### src/rtl/sysrst_pkg.sv
package sysrst_pkg;

    // Synchronized fault inputs, one bit each.
    typedef struct packed {
        logic supply_low;   // 1 = supply below threshold
        logic manual_n;     // 0 = manual reset requested
    } sup_in_t;

    // Value the synchronizer holds during reset: both faults present.
    localparam sup_in_t SUP_IN_FAULT = '{supply_low: 1'b1, manual_n: 1'b0};

    // Phase of the stretch machine.
    typedef enum logic [1:0] {
        ST_HOLD  = 2'd0,    // a fault is present, counter pinned at full
        ST_COUNT = 2'd1,    // faults gone, draining on ticks
        ST_RUN   = 2'd2     // stretch expired, reset released
    } stretch_st_e;

    function automatic logic fault_present(sup_in_t s);
        return s.supply_low | ~s.manual_n;
    endfunction

    function automatic int unsigned cnt_bits(int unsigned n);
        return (n < 2) ? 1 : $clog2(n + 1);
    endfunction

endpackage

### src/rtl/sysrst_sync.sv
module sysrst_sync #(
    parameter int unsigned     WIDTH   = 2,
    parameter int unsigned     STAGES  = 2,
    parameter logic [WIDTH-1:0] RST_VAL = '0
) (
    input  logic             clk_i,
    input  logic             rst_i,
    input  logic [WIDTH-1:0] d_i,
    output logic [WIDTH-1:0] q_o
);

    logic [STAGES-1:0][WIDTH-1:0] stg_q;

    always_ff @(posedge clk_i) begin
        if (rst_i) begin
            for (int i = 0; i < STAGES; i++) stg_q[i] <= RST_VAL;
        end else begin
            stg_q[0] <= d_i;
            for (int i = 1; i < STAGES; i++) stg_q[i] <= stg_q[i-1];
        end
    end

    assign q_o = stg_q[STAGES-1];

endmodule

### src/rtl/sysrst_stretch.sv
module sysrst_stretch
    import sysrst_pkg::*;
#(
    parameter int unsigned STRETCH = 200
) (
    input  logic clk_i,
    input  logic rst_i,
    input  logic tick_i,
    input  logic hold_i,
    output logic active_o
);

    localparam int unsigned    CW   = cnt_bits(STRETCH);
    localparam logic [CW-1:0]  LOAD = CW'(STRETCH);
    localparam logic [CW-1:0]  ONE  = CW'(1);

    logic [CW-1:0] cnt_q;
    stretch_st_e   st_q;
    stretch_st_e   st_next;
    logic          last_tick;

    assign last_tick = tick_i && (cnt_q == ONE);

    always_comb begin
        if (cnt_q == '0 || last_tick) st_next = ST_RUN;
        else                          st_next = ST_COUNT;
    end

    always_ff @(posedge clk_i) begin
        if (rst_i || hold_i) begin
            cnt_q <= LOAD;
            st_q  <= ST_HOLD;
        end else begin
            if (tick_i && cnt_q != '0) cnt_q <= cnt_q - ONE;
            st_q <= st_next;
        end
    end

    assign active_o = (st_q != ST_RUN);

endmodule

### src/rtl/sysrst_supervisor.sv
module sysrst_supervisor
    import sysrst_pkg::*;
#(
    parameter int unsigned STRETCH_MS  = 200,
    parameter int unsigned SYNC_STAGES = 2
) (
    input  logic clk_i,
    input  logic rst_i,
    input  logic ms_tick_i,
    input  logic vlow_i,
    input  logic mr_n_i,
    output logic rst_n_o,
    output logic rst_o
);

    sup_in_t raw_in;
    sup_in_t sync_in;
    logic    hold;
    logic    active;

    assign raw_in = '{supply_low: vlow_i, manual_n: mr_n_i};

    sysrst_sync #(
        .WIDTH   ($bits(sup_in_t)),
        .STAGES  (SYNC_STAGES),
        .RST_VAL (SUP_IN_FAULT)
    ) u_sync (
        .clk_i (clk_i),
        .rst_i (rst_i),
        .d_i   (raw_in),
        .q_o   (sync_in)
    );

    assign hold = fault_present(sync_in);

    sysrst_stretch #(
        .STRETCH (STRETCH_MS)
    ) u_stretch (
        .clk_i    (clk_i),
        .rst_i    (rst_i),
        .tick_i   (ms_tick_i),
        .hold_i   (hold),
        .active_o (active)
    );

    assign rst_n_o = ~active;
    assign rst_o   = active;

endmodule

### config.mk
export PLATFORM = sky130hd
export DESIGN_NAME = sysrst_supervisor
export DESIGN_NICKNAME = d
export VERILOG_FILES = /design/src/rtl/sysrst_pkg.sv /design/src/rtl/sysrst_sync.sv /design/src/rtl/sysrst_stretch.sv /design/src/rtl/sysrst_supervisor.sv
export SDC_FILE = /design/constraint.sdc
export NUM_CORES = 1
export LEC_CHECK = 0
export BUFFER_PORTS_ARGS = -buffer_cell sky130_fd_sc_hd__buf_2
export CORE_MARGIN = 10
export CORE_UTILIZATION = 35
export DETAILED_ROUTE_END_ITERATION = 8
export PLACE_DENSITY = 0.59
export SLEW_MARGIN = 10
export SYNTH_ARGS = -nofsm -noshare
export SYNTH_HDL_FRONTEND = slang
export SYNTH_SLANG_ARGS = --single-unit
### constraint.sdc
create_clock -name clk_i -period 1.8 [get_ports clk_i]
set_input_delay 0.54 -clock clk_i [delete_from_list [all_inputs] [get_ports clk_i]]
set_output_delay 0.54 -clock clk_i [all_outputs]
set_load 0.005 [all_outputs]
==> metrics <==
complex-gate fraction of the synthesized area 20.28%; static leakage 0.0002949 uW; Vias/cell 5.058; Final period util 86.18%; syn_area_per_cell 9.536 um2; Longest Clk Path Bufs 2; post-CTS sizing 0; synthesized flop and latch total 14; multiplexer share of the synthesized area 1.590%; max_cap viols 0; Core ar. 0.001708 mm2; outcome finished clean; number of antenna violations at the first check in global routing 0; library cells used by synthesis 30; Post-Synth XOR/XNOR Area 0%; antenna-violating nets left 0; Top delay family on crit path simple AND/OR/NAND/NOR gates; die height 62.41 um; Ys Warns 0; largest net degree at the start of global routing 9; Data arrival, critical path 1.74 ns; DRT Wirelength 1.207 mm; final net count 87; fmax 0.6447 GHz; TNS Setup 0 ns; Die Area 0.003894 mm2; I/O pins 7; adder-cell share of the synthesized area 3.976%; min Tclk post-route 1.551 ns; Slew Limit Headroom 77.42%; DP Cell Count 100; TritonCTS clock tree done; vias in the first global route 484; RSZ-0062 raised after global routing no; diodes inserted 0; Avg WL per Cell 11.61 um; CTS sink cnt 14; CP peak stage delay 0.43 ns; # DRC 0; most frequent cells in the layout 14 x dfxtp_1, 6 x buf_2, 6 x buf_4, 5 x inv_1, 5 x nand2_1; gr ovfl total 0; syn nets 73; clock transition at the registers of the reported paths 0.09 ns; GP Congestion 0.7908; first-pass GRT wire length 2.007 mm; synthesized cell area 629.4 um2; Post-synth EDFFs 0; Sw Ratio 19.91%; Hold-fix buffers, CTS 0; die width 62.41 um; fin cells 104; gr usage total 6.189%; number of post-CTS setup repair buffers 0; Cell Rows 15; post-synthesis simple-gate area fraction 23.66%; Skew-Pair Late Insertion Delay 0.27 ns; layout cells sized above 1 30.38%; Clk pwr share 39.4%; Placed Area 716.9 um2; crit path kind register to register; CP max FO 7; initial core utilization 36.85%; initial drt markers 17; post-route cell area 753.2 um2; Hold Fails Final Rpt 0; DR pass1 iterations 4; Flop pwr share 56.0%; final setup fails 0; Hold Path Class register to register; via count 526; sequential area share after synthesis 44.53%; clock skew 0.006083 ns; Switch Pwr 112.0 uW; IO Port Bufs 6; Worst Max-Slew Pin Slew 0.3359 ns; Peak VDD IR 0.3500 mV; main combinational cell family by area after synthesis simple AND/OR/NAND/NOR gates; PD cells 746.9 mW/mm2; Setup crit start kind register; CTS Buf Count 3; CP required 1.99 ns; CP Cell Sequence inv_1 -> ha_1 -> nand2_1 -> or4_1 -> a211oi_1; asr flop ratio synth 0%; H-Tree Depth 1; clock root buffer clkbuf_4; Final Max Slew Viols 0; post-synthesis cell count 66; commonest non-fill, non-tap cell in the layout dfxtp_1; dpl hpwl 910.6 um; Slowest-stage cell, CP or4_1; WP buf/inv 1; Cell Int Power 450.6 uW; CP Capture Type register; Gate power share 4.6%; Synth Flop Type dfxtp_1; area delta synth->final 19.68%
-- path summary, 6_finish.rpt --
kind                      startpoint  slack [ns]  depth (start not counted)            endpoint
hold / removal       u_sync.stg_q[1]        0.42                          1       u_sync.q_o[1]
hold reg to reg      u_sync.stg_q[1]        0.42                          1       u_sync.q_o[1]
setup / recovery  u_stretch.cnt_q[1]        0.25                          5  u_stretch.cnt_q[4]
setup reg to reg  u_stretch.cnt_q[1]        0.25                          5  u_stretch.cnt_q[4]
-- per-stage QoR --
stage	setup WS, ns	utilization, %	power (uW)	hold WS [ns]
finish	0.2488	44.10	562.6	0.4218
global route	0.1460	44.10	588.4	0.4351
CTS	0.2386	44.10	568.2	0.4141
detailed placement	0.09720	41.98	348.2	0.3942
global placement	0.1162	41.98	347.1	0.3924
floorplan	0.1678	-	336.2	0.3895
-- logic make-up (layout without fill, tap and decap cells) --
kind of cell,Yosys count,in the layout
muxes,1,1
and+or+nand+nor,24,24
DFF,14,14
AOI/OAI and AO/OA,17,17
adders and majority gates,2,2
buffers and inverters,8,21
-- per-layer routing --
metal	routed length, um	GRT usage, %	up-vias
met5	0	0	-
met4	28	5.307	0
met3	77	1.254	2
met2	524	8.846	23
met1	577	7.661	237
li1	-	-	264
-- power by group through the flow --
| stage | logic, uW | registers [uW] | clock network, uW |
|---|---|---|---|
| 6_report | 25.9 | 315 | 221 |
| 5_1_grt | 28.6 | 316 | 244 |
| 4_1_cts | 25.9 | 315 | 227 |
| 3_5_place_dp | 25.7 | 323 | 0 |
| 3_3_place_gp | 24.7 | 322 | 0 |
| 2_1_floorplan | 13.9 | 322 | 0 |
-- final cells by class --
cell class | instances | area (um2)
clock buffers | 4 | 36.28
flip-flops and latches | 14 | 280.3
repair buffers | 12 | 75.07
multi-input cells | 44 | 311.5
inverters | 5 | 18.77
well taps | 25 | 31.28
fillers | 167 | 954.7
-- state kept, by name, summed over array words and instances (netlist names) --
| register | cells |
|---|---|
| u_sync.stg_q | 2 |
| u_stretch.st_q | 2 |
| u_sync.q_o | 2 |
| u_stretch.cnt_q | 8 |
-- worst reg2reg max path: stages (launching register included) --
cell      delay (ns)
dfxtp_1         0.32
inv_1           0.09
ha_1            0.29
nand2_1         0.11
or4_1           0.43
a211oi_1        0.24
-- synthesized netlist by cell type (all sizes together), types with 2 or more instances --
| cell | count | area, um2 |
|---|---|---|
| dfxtp | 14 | 280.3 |
| inv | 5 | 18.77 |
| nand2 | 5 | 18.77 |
| nand3 | 3 | 15.01 |
| nor2 | 3 | 11.26 |
| a211o | 2 | 20.02 |
| a211oi | 2 | 15.01 |
| a21oi | 2 | 10.01 |
| a31oi | 2 | 12.51 |
| clkbuf | 2 | 7.510 |
| ha | 2 | 25.02 |
| nand2b | 2 | 12.51 |
| nor2b | 2 | 12.51 |
| o21ai | 2 | 10.01 |
| o31ai | 2 | 15.01 |
| or2 | 2 | 12.51 |
| or3b | 2 | 17.52 |
| or4 | 2 | 18.77 |
(Power assumes the default switching activity.)
